## src/rtl/qdac_pkg.sv

```systemverilog
package qdac_pkg;

  typedef enum logic [1:0] {
    BANK_HOLD  = 2'b00,
    BANK_WRITE = 2'b01,
    BANK_LOAD  = 2'b10,
    BANK_FLOW  = 2'b11
  } bank_mode_e;

  function automatic bank_mode_e bank_mode(input logic wr_act, input logic ld_act);
    return bank_mode_e'({ld_act, wr_act});
  endfunction

endpackage

```

## src/rtl/qdac_sync.sv

```systemverilog
module qdac_sync #(
  parameter int unsigned WIDTH   = 3,
  parameter int unsigned STAGES  = 2,
  parameter logic [WIDTH-1:0] RST_VAL = '0
) (
  input  logic             clk,
  input  logic             rst_n,
  input  logic [WIDTH-1:0] async_in,
  output logic [WIDTH-1:0] sync_out
);

  logic [WIDTH-1:0] stage_q [STAGES];

  genvar s;
  generate
    for (s = 0; s < STAGES; s++) begin : g_stage
      logic [WIDTH-1:0] stage_d;
      if (s == 0) begin : g_first
        assign stage_d = async_in;
      end else begin : g_next
        assign stage_d = stage_q[s-1];
      end
      always_ff @(posedge clk or negedge rst_n) begin
        if (!rst_n) begin
          stage_q[s] <= RST_VAL;
        end else begin
          stage_q[s] <= stage_d;
        end
      end
    end
  endgenerate

  assign sync_out = stage_q[STAGES-1];

endmodule

```

## src/rtl/qdac_chan.sv

```systemverilog
module qdac_chan
  import qdac_pkg::*;
#(
  parameter int unsigned CODE_W = 8
) (
  input  logic              clk,
  input  logic              rst_n,
  input  bank_mode_e        mode,
  input  logic              sel,
  input  logic [CODE_W-1:0] bus_data,
  output logic [CODE_W-1:0] stage_code,
  output logic [CODE_W-1:0] out_code
);

  logic [CODE_W-1:0] stage_q, stage_d;
  logic [CODE_W-1:0] out_q, out_d;
  logic              stage_en, out_en;

  always_comb begin
    stage_en = sel && ((mode == BANK_WRITE) || (mode == BANK_FLOW));
    out_en   = (mode == BANK_LOAD) || (mode == BANK_FLOW);
    stage_d  = stage_en ? bus_data : stage_q;
    out_d    = out_en ? stage_d : out_q;
  end

  always_ff @(posedge clk or negedge rst_n) begin
    if (!rst_n) begin
      stage_q <= '0;
      out_q   <= '0;
    end else begin
      if (stage_en) stage_q <= stage_d;
      if (out_en)   out_q   <= out_d;
    end
  end

  assign stage_code = stage_q;
  assign out_code   = out_q;

endmodule

```

## src/rtl/qdac_oe_ctrl.sv

```systemverilog
module qdac_oe_ctrl #(
  parameter int unsigned RECOVER = 16
) (
  input  logic clk,
  input  logic rst_n,
  input  logic shdn_act,
  output logic enable
);

  localparam int unsigned CNT_W = (RECOVER < 2) ? 1 : $clog2(RECOVER + 1);
  localparam logic [CNT_W-1:0] CNT_LOAD = CNT_W'(RECOVER);

  logic [CNT_W-1:0] cnt_q, cnt_d;
  logic             cnt_en;

  always_comb begin
    cnt_en = shdn_act || (cnt_q != '0);
    if (shdn_act) begin
      cnt_d = CNT_LOAD;
    end else if (cnt_q != '0) begin
      cnt_d = cnt_q - 1'b1;
    end else begin
      cnt_d = cnt_q;
    end
  end

  always_ff @(posedge clk or negedge rst_n) begin
    if (!rst_n) begin
      cnt_q <= '0;
    end else if (cnt_en) begin
      cnt_q <= cnt_d;
    end
  end

  assign enable = !shdn_act && (cnt_q == '0);

endmodule

```

## src/rtl/quad_dac_regbank.sv

```systemverilog
module quad_dac_regbank
  import qdac_pkg::*;
#(
  parameter int unsigned CODE_W    = 8,
  parameter int unsigned NUM_CH    = 4,
  parameter int unsigned SYNC_DEPTH = 2,
  parameter int unsigned RECOVER   = 16,
  localparam int unsigned ADDR_W   = (NUM_CH < 2) ? 1 : $clog2(NUM_CH)
) (
  input  logic                     clk,
  input  logic                     rst_n,
  input  logic [CODE_W-1:0]        data_in,
  input  logic [ADDR_W-1:0]        addr,
  input  logic                     wr_n,
  input  logic                     ld_n,
  input  logic                     shdn,
  output logic [NUM_CH*CODE_W-1:0] dac_code,
  output logic [NUM_CH-1:0]        out_en
);

  localparam int unsigned CTRL_W = 3;

  // reset: asynchronous assert, synchronous release
  logic [1:0] rst_pipe_q;
  logic       rst_l_n;

  always_ff @(posedge clk or negedge rst_n) begin
    if (!rst_n) begin
      rst_pipe_q <= '0;
    end else begin
      rst_pipe_q <= {rst_pipe_q[0], 1'b1};
    end
  end
  assign rst_l_n = rst_pipe_q[1];

  // control synchronizer: {shdn, ld_n, wr_n}, idle value is strobes high
  logic [CTRL_W-1:0] ctrl_sync;
  logic              wr_act, ld_act, shdn_act;
  bank_mode_e        mode;

  qdac_sync #(
    .WIDTH  (CTRL_W),
    .STAGES (SYNC_DEPTH),
    .RST_VAL(3'b011)
  ) u_sync (
    .clk     (clk),
    .rst_n   (rst_l_n),
    .async_in({shdn, ld_n, wr_n}),
    .sync_out(ctrl_sync)
  );

  assign wr_act   = !ctrl_sync[0];
  assign ld_act   = !ctrl_sync[1];
  assign shdn_act =  ctrl_sync[2];
  assign mode     = bank_mode(wr_act, ld_act);

  logic [NUM_CH*CODE_W-1:0] stage_flat;

  genvar c;
  generate
    for (c = 0; c < NUM_CH; c++) begin : g_chan
      logic sel;
      assign sel = (addr == ADDR_W'(c));
      qdac_chan #(.CODE_W(CODE_W)) u_chan (
        .clk       (clk),
        .rst_n     (rst_l_n),
        .mode      (mode),
        .sel       (sel),
        .bus_data  (data_in),
        .stage_code(stage_flat[c*CODE_W +: CODE_W]),
        .out_code  (dac_code[c*CODE_W +: CODE_W])
      );
    end
  endgenerate

  logic oe_all;

  qdac_oe_ctrl #(.RECOVER(RECOVER)) u_oe (
    .clk     (clk),
    .rst_n   (rst_l_n),
    .shdn_act(shdn_act),
    .enable  (oe_all)
  );

  assign out_en = {NUM_CH{oe_all}};

endmodule

```

## config.mk

```make
export PLATFORM = sky130hd
export DESIGN_NAME = quad_dac_regbank
export DESIGN_NICKNAME = d
export VERILOG_FILES = /design/src/rtl/qdac_pkg.sv /design/src/rtl/qdac_sync.sv /design/src/rtl/qdac_chan.sv /design/src/rtl/qdac_oe_ctrl.sv /design/src/rtl/quad_dac_regbank.sv
export SDC_FILE = /design/constraint.sdc
export NUM_CORES = 1
export LEC_CHECK = 0
export BUFFER_PORTS_ARGS = -buffer_cell sky130_fd_sc_hd__buf_4
export CORE_MARGIN = 3
export CORE_UTILIZATION = 37
export DETAILED_ROUTE_END_ITERATION = 8
export GPL_ROUTABILITY_DRIVEN = 0
export GPL_TIMING_DRIVEN = 0
export SLEW_MARGIN = 20
export SYNTH_ARGS = -nofsm -noshare
export SYNTH_HDL_FRONTEND = slang
export SYNTH_SLANG_ARGS = --single-unit
```

## constraint.sdc

```tcl
create_clock -name clk -period 2.67 [get_ports clk]
set_input_delay 0.534 -clock clk [delete_from_list [all_inputs] [get_ports clk]]
set_output_delay 0.534 -clock clk [all_outputs]
set_load 0.05 [all_outputs]
```

==> results of run 1 <==
==> per-stage QoR <==
| step | power (mW) | hold slack (ps) | worst slack (ps) | instances |
|---|---|---|---|---|
| after floorplan | 2.28 | 238 | 374 | 211 |
| after global placement | 2.57 | 317 | -517 | 360 |
| after detailed placement | 2.59 | 246 | 278 | 361 |
| after CTS | 3.51 | 254 | 171 | 378 |
| after global routing | 3.65 | 262 | 71.1 | 378 |
| final | 3.46 | 238 | 194 | 378 |
==> path summary, 6_finish.rpt <==
path,from,slack (ps),to,cells after the start
min in group clk,shdn,290,u_sync.g_stage[1].stage_d[2],1
max in group asynchronous,rst_pipe_q[1],1810,u_sync.g_stage[1].stage_d[0],1
hold / removal,rst_pipe_q[1],240,g_chan[3].u_chan.out_code[1],0
setup reg to reg,u_sync.sync_out[0],910,g_chan[0].u_chan.out_code[0],3
setup / recovery,u_oe.cnt_q[0],190,out_en[2],6
hold reg to reg,rst_pipe_q[1],240,g_chan[3].u_chan.out_code[1],0
==> final cells by class <==
type                            instances  area (µm²)
Timing Repair Buffer                   52         413
Buffer                                 11        63.8
Inverter                                3        11.3
Clock inverter                          4        47.5
Tap cell                               99         124
Multi-Input combinational cell        120         965
Fill cell                             697        3770
Sequential cell                        77        1940
Clock buffer                           12         155
==> cell usage after synthesis <==
| cell | n |
|---|---|
| nor3_1 | 1 |
| or3b_1 | 1 |
| o21ai_0 | 1 |
| or4b_2 | 1 |
| nor2b_1 | 9 |
| ha_1 | 1 |
| nand3_1 | 1 |
| nand2_1 | 25 |
| nor2_1 | 3 |
| nor3_2 | 1 |
| xnor2_1 | 1 |
| a21o_1 | 1 |
| nand2b_1 | 3 |
| conb_1 | 1 |
| buf_6 | 1 |
| inv_1 | 3 |
| mux2_4 | 8 |
| nor3b_2 | 1 |
| a211oi_1 | 1 |
| dfstp_2 | 4 |
| or3b_2 | 1 |
| buf_4 | 4 |
| mux2_2 | 40 |
| clkbuf_1 | 6 |
| nand3b_1 | 1 |
| a21oi_1 | 18 |
| dfrtp_1 | 73 |
==> worst max-delay path: stages (launching register included) <==
cell	delay [ps]
dfrtp_1	410
inv_1	70
ha_1	180
or4b_4	520
nor2_4	130
buf_4	110
buf_4	180
==> repair_timing <==
item	4_1_cts	5_1_grt
hold buffers	1	0
gates resized for setup	3	0
hold endpoints to repair	2	0
setup buffers	0	0
setup endpoints to repair	4	0
==> placed cells by master, fill, tap and decap left out, types with 2 or more instances in the layout <==
cell type / synthesis / final
a21oi_1: 18 / 18
clkbuf_1: 6 / 7
mux2_4: 8 / 8
nand2b_1: 3 / 3
dfstp_2: 4 / 4
dfrtp_1: 73 / 72
clkinv_2: 0 / 2
nor2b_1: 9 / 9
nand2_1: 25 / 25
inv_1: 3 / 3
mux2_2: 40 / 40
buf_4: 4 / 54
clkbuf_8: 0 / 11
nor2_1: 3 / 2
==> where the power goes <==
part           total (mW)  internal, mW  switching [mW]  leakage (nW)
Sequential           1.52          1.40           0.119         0.910
Combinational        1.05         0.401           0.653         0.708
Clock               0.889         0.480           0.409         0.102
Total                3.46          2.28            1.18          1.72
==> state kept, by name, indices dropped and copies added, names as in the netlist <==
signal and count:
g_chan.u_chan.out_code 32, g_chan.u_chan.stage_code 32, u_oe.cnt_q 5, u_sync.g_stage.stage_d 3
rst_pipe_q 2, u_sync.sync_out 3
==> per-layer routing <==
metal,wire (µm),vias to the layer above,GRT usage
met1,2710,880,0.182
met3,289,7,0.0552
li1,-,838,-
met4,94,0,0.0498
met2,2630,41,0.209
met5,0,-,0
==> logic make-up after synthesis <==
| group | synth area share |
|---|---|
| other cells | 0.00127 |
| buf+inv | 0.0254 |
| fa+ha+maj | 0.00423 |
| mux | 0.193 |
| flops | 0.653 |
| compound gates | 0.0372 |
| xor+xnor | 0.00296 |
| simple gates | 0.0837 |
==> results.yml, run 1 <==
synth:
  syn_avg_cell_area_um2: 14.0
  yosysUniqueCellTypes: 27
  syn-num-nets: 227
  syn_area_mm2: 0.00296
  synth_top_area_frac: 0.617
  ys_seq_area_frac: 0.653
  synth_area_leaders: "dfrtp_1, mux2_2, mux2_4"
  ys_ff_latch: 77
  yosysWarnings: 0
  synth_top_area_cell: "dfrtp_1"
  synth_cells: 211
final_layout:
  drive_gt1_frac: 0.462
  area_delta_synth_final_pct: 25.5
  nets: 290
  stdcell_area_mm2: 0.00371
  num_antenna_cells: 0
  utilization: 0.496
grt:
  grt_pass1_wl_um: 9180
  grt_use_total: 0.139
  grt_max_degree: 53
  grt_pass1_vias: 1810
  grt_overflow_total: 0
  grt_antenna_before_repair: 0
sta:
  period_needed_ps: 2480
  slew_headroom: 0.493
  fmax_mhz: 404
  hold_viol: 0
  period_share: 0.927
  skew_ps: 8.70
  rsz0062_at_grt: "false"
  tightest_slew_ps: 756
  setup_viol: 0
  maxSlewViolCount: 0
  setup_tns_ps: 0
floorplanning:
  dieArea_mm2: 0.00911
  rows: 31
  start_util: 0.395
  die_h_um: 95.4
  core_area_mm2: 0.00749
  ioPinCount: 51
  die_w_um: 95.4
critical_path:
  start_kind: "register"
  critPathArrivalTime_ps: 1940
  cp.required_ps: 2140
  critPathKind: "reg2out"
  endpoint_kind: "output port"
  path_max_fanout: 4
drt:
  drc_errors: 0
  postRouteAntennaNets: 0
  viasPerCell: 4.67
  firstDrtPassIters: 5
  drt_iter0_markers: 55
  vias: 1766
  finalWirelength_um: 5720
  routedWlPerCell_um: 15.1
clock_network:
  htreeDepth: 3
  cts_buffer_depth: 2
  cts_num_sinks: 77
  path_clk_slew_ps: 80
  cts_root_buffer: "clkbuf_8"
  clock_latency_ps: 350
  cts_buffers: 9
  cts_tree: "built"
hold_path:
  hold_path.class: "reg2async"
pwr:
  p_per_area_mw_per_mm2: 932
  leakage_nw: 1.72
  peakVddDrop_mv: 0.689
placed_design:
  postPlaceCellArea_mm2: 0.00349
  port_buffers: 50
  hpwlAfterDp_um: 3800
run_status:
  status: "finished clean"
flow_run:
  cap_violations: 0
Note: power is estimated with default switching activity, not from simulation.
==> run 2: changes to the inputs <==
--- a/config.mk
+++ b/config.mk
@@ -11,6 +11,7 @@
 export DETAILED_ROUTE_END_ITERATION = 8
 export GPL_ROUTABILITY_DRIVEN = 0
 export GPL_TIMING_DRIVEN = 0
+export REMOVE_ABC_BUFFERS = 1
 export SLEW_MARGIN = 20
 export SYNTH_ARGS = -nofsm -noshare
 export SYNTH_HDL_FRONTEND = slang
==> results.yml, run 2 (synthesis gave the netlist of run 1 again) <==
sta:
  period_share: 0.897
  tightest_slew_ps: 994
  slew_headroom: 0.334
  hold_viol: 0
  setup_tns_ps: 0
  worst_hold_slack_ps: 265
  period_needed_ps: 2400
  rsz0062_at_grt: "false"
  fmax_mhz: 417
  setup_viol: 0
  maxSlewViolCount: 0
  skew_ps: 6.88
drt:
  vias: 1736
  drc_errors: 0
  finalWirelength_um: 5320
  drt_iter0_markers: 63
  postRouteAntennaNets: 0
  viasPerCell: 4.73
  routedWlPerCell_um: 14.5
  firstDrtPassIters: 4
clock_network:
  cts_num_sinks: 77
  htreeDepth: 3
  cts_buffers: 9
  clock_latency_ps: 330
  path_clk_slew_ps: 70
  cts_root_buffer: "clkbuf_8"
  cts_buffer_depth: 2
  cts_tree: "built"
  post_cts_buffers: 0
floorplanning:
  rows: 31
  core_area_mm2: 0.00749
  dieArea_mm2: 0.00911
  start_util: 0.395
  die_w_um: 95.4
  die_h_um: 95.4
  ioPinCount: 51
pwr:
  leakage_nw: 1.67
  peakVddDrop_mv: 0.398
  p_per_area_mw_per_mm2: 911
grt:
  grt_overflow_total: 0
  grt_pass1_vias: 1723
  grt_use_total: 0.128
  grt_pass1_wl_um: 8700
  grt_max_degree: 47
  grt_antenna_before_repair: 0
placed_design:
  hpwlAfterDp_um: 3550
  port_buffers: 50
flow_run:
  cap_violations: 0
run_status:
  status: "finished clean"
critical_path:
  critPathArrivalTime_ps: 1860
  path_max_fanout: 4
  cp.required_ps: 2140
  critPathKind: "reg2out"
  endpoint_kind: "output port"
  start_kind: "register"
final_layout:
  layout_commonest_cell: "dfrtp_1"
  area_delta_synth_final_pct: 22.0
  utilization: 0.482
  nets: 279
  drive_gt1_frac: 0.451
  num_antenna_cells: 0
  layout_common_cells: "dfrtp_1, buf_4, mux2_2"
hold_path:
  hold_path.class: "reg2async"
run 2: cell types whose count changed in the layout (fill, tap and decap cells not counted):
cell        before  now
bufinv_16        1    0
buf_4           54   50
clkbuf_1         7    4
buf_6            1    0
clkbuf_8        11   10
clkinvlp_4       1    0
run 2: stage by stage:
stage | cells | setup slack (ps) | instance area [µm²] | power [mW]
2_1_floorplan | 200 | -1610 | 2900 | 2.26
3_3_place_gp | 349 | -515 | 3400 | 2.54
3_5_place_dp | 350 | 349 | 3430 | 2.58
4_1_cts | 367 | 34.8 | 3600 | 3.33
5_1_grt | 367 | 179 | 3610 | 3.47
6_report | 367 | 274 | 3610 | 3.29
run 2: worst paths after layout:
kind,endpoint,cells after the start,slack (ps),from
max,out_en[2],5,270,u_oe.cnt_q[0]
min,g_chan[3].u_chan.stage_code[3],0,260,rst_pipe_q[1]
max reg2reg,g_chan[0].u_chan.out_code[5],3,830,u_sync.sync_out[0]
min reg2reg,g_chan[3].u_chan.stage_code[3],0,260,rst_pipe_q[1]
max in group asynchronous,g_chan[2].u_chan.stage_code[7],1,1840,rst_pipe_q[1]
min in group clk,u_sync.g_stage[1].stage_d[2],1,310,shdn
run 2: cell type report:
class | instances | area (µm²)
Fill cell | 667 | 3870
Sequential cell | 77 | 1940
Multi-Input combinational cell | 120 | 965
Timing Repair Buffer | 52 | 413
Clock buffer | 14 | 153
Tap cell | 99 | 124
Inverter | 3 | 11.3
Clock inverter | 2 | 10.0
run 2: where the power goes:
group          total [mW]  internal, mW  leakage [nW]  switching, mW
clock               0.741         0.362        0.0844          0.379
combinational        1.02         0.388         0.673          0.630
sequential           1.53          1.40         0.910          0.132
total                3.29          2.15          1.67           1.14
run 2: worst max-delay path: stages, from the launching register on:
cell and delay [ps]:
dfrtp_1 410, inv_1 70, ha_1 180, or4b_4 520, nor2_4 130, buf_4 210
run 2: what timing repair did:
action                     in CTS  in global routing
setup endpoints to repair       4                  4
hold buffers                    1                  0
gates cloned                    0                  0
gates resized for setup         1                  2
hold endpoints to repair        2                  0
run 2: metal layers:
metal  part of all wire  vias up  track usage
met5                  0        -            0
met4              0.022        0       0.0640
met3              0.042        9       0.0316
met2               0.46       33        0.187
met1               0.48      880        0.178
li1                   -      814            -
==> run 3: changes to the inputs <==
--- a/config.mk
+++ b/config.mk
@@ -10,7 +10,6 @@
 export CORE_UTILIZATION = 37
 export DETAILED_ROUTE_END_ITERATION = 8
 export GPL_ROUTABILITY_DRIVEN = 0
-export GPL_TIMING_DRIVEN = 0
 export REMOVE_ABC_BUFFERS = 1
 export SLEW_MARGIN = 20
 export SYNTH_ARGS = -nofsm -noshare
==> results.yml, run 3 (synthesis gave the netlist of run 1 again) <==
run_status:
  status: "finished clean"
placed_design:
  port_buffers: 50
  hpwlAfterDp_um: 3340
  placed_cells: 352
sta:
  rsz0062_at_grt: "false"
  hold_viol: 0
  worst_hold_slack_ps: 295
  setup_viol: 0
  tightest_slew_ps: 944
  slew_headroom: 0.371
  period_share: 0.902
  period_needed_ps: 2410
  maxSlewViolCount: 0
  skew_ps: 9.98
  fmax_mhz: 415
final_layout:
  fillers: 672
  finalNonFillerCells: 369
  utilization: 0.493
  area_delta_synth_final_pct: 24.8
  drive_gt1_frac: 0.467
  num_antenna_cells: 0
  layout_commonest_cell: "dfrtp_1"
  layout_common_cells: "dfrtp_1, buf_4, mux2_2"
  nets: 281
critical_path:
  path_max_fanout: 4
  endpoint_kind: "output port"
  path_cells: "inv_1 -> ha_1 -> or4b_4 -> nor2_4 -> buf_4"
  cp_top_family: "simple AND/OR/NAND/NOR gates"
  critPathKind: "reg2out"
  worst-path-buf-inv: 2
  critPathArrivalTime_ps: 1880
  start_kind: "register"
  slowest_delay_ps: 520
  cp_slowest_cell: "or4b_4"
  cp.required_ps: 2140
drt:
  firstDrtPassIters: 4
  drc_errors: 0
  viasPerCell: 4.75
  vias: 1754
  postRouteAntennaNets: 0
  finalWirelength_um: 5320
  drt_iter0_markers: 55
  routedWlPerCell_um: 14.4
grt:
  grt_use_total: 0.130
  grt_overflow_total: 0
  grt_antenna_before_repair: 0
  grt_pass1_wl_um: 8880
  grt_pass1_vias: 1741
  grt_max_degree: 76
clock_network:
  clock_latency_ps: 350
  cts_tree: "built"
  path_clk_slew_ps: 70
  cts_buffer_depth: 2
  cts_num_sinks: 77
  cts_buffers: 9
  htreeDepth: 3
  cts_root_buffer: "clkbuf_8"
  post_cts_buffers: 0
floorplanning:
  die_h_um: 95.4
  dieArea_mm2: 0.00911
  start_util: 0.395
  die_w_um: 95.4
  core_area_mm2: 0.00749
  ioPinCount: 51
  rows: 31
pwr:
  p_per_area_mw_per_mm2: 978
  leakage_nw: 1.71
  peakVddDrop_mv: 0.411
  design_power_total_mw: 3.61
flow_run:
  cap_violations: 0
hold_path:
  hold_path.class: "in2reg"
-- run 3: changes by cell type in the layout (fill, tap and decap cells not counted), sizes merged --
cell,delta
clkbuf,-2
bufinv,+3
buf,+2
clkinv,-1
-- run 3: metrics by stage --
step                setup WS (ps)  instance area, µm²  setup TNS, ps
floorplan                   -1610                2900          -6450
CTS                          28.1                3680              0
global route                  174                3690              0
global placement              413                3420              0
finish                        260                3690              0
detailed placement            365                3420              0
-- run 3: cell type report --
| class | count | area, µm² | area share |
|---|---|---|---|
| Multi-Input combinational cell | 120 | 965 | 0.261 |
| Tap cell | 99 | 124 | 0.0335 |
| Clock buffer | 12 | 155 | 0.0420 |
| Inverter | 3 | 11.3 | 0.00305 |
| Sequential cell | 77 | 1940 | 0.524 |
| Clock inverter | 4 | 95.1 | 0.0257 |
| Timing Repair Buffer | 54 | 408 | 0.110 |
-- run 3: power by group --
part	leakage [nW]	switching, mW	internal, mW	total, mW
combinational	0.676	0.617	0.386	1.00
clock	0.127	0.402	0.671	1.07
sequential	0.910	0.140	1.40	1.54
total	1.71	1.16	2.46	3.61
-- run 3: worst reg2reg max path: stages, from the launching register on --
cell and delay [ps]:
dfstp_2 570, nand3b_1 470, mux2_2 410, mux2_2 260
-- run 3: layer usage --
layer / routed length [µm] / vias to the layer above / track usage
li1: - / 817 / -
met1: 2600 / 889 / 0.189
met2: 2290 / 38 / 0.171
met3: 280 / 10 / 0.0371
met4: 149 / 0 / 0.0746
met5: 0 / - / 0
-- run 3: worst paths after layout --
path / startpoint / to / slack [ps] / cells after the start
setup / recovery: u_oe.cnt_q[0] / out_en[2] / 260 / 5
hold / removal: ld_n / u_sync.g_stage[1].stage_d[1] / 290 / 1
setup reg to reg: u_sync.sync_out[0] / g_chan[3].u_chan.out_code[1] / 850 / 3
hold reg to reg: u_sync.g_stage[1].stage_d[2] / u_sync.sync_out[2] / 350 / 0
max in group asynchronous: rst_pipe_q[1] / g_chan[2].u_chan.stage_code[6] / 1590 / 0
min in group asynchronous: rst_pipe_q[1] / g_chan[3].u_chan.stage_code[3] / 490 / 0
-- run 3: repair_timing --
item	in CTS	in global routing
endpoints found under the hold margin	2	0
setup endpoints to repair	4	4
resized for setup	1	2
hold buffers	1	0
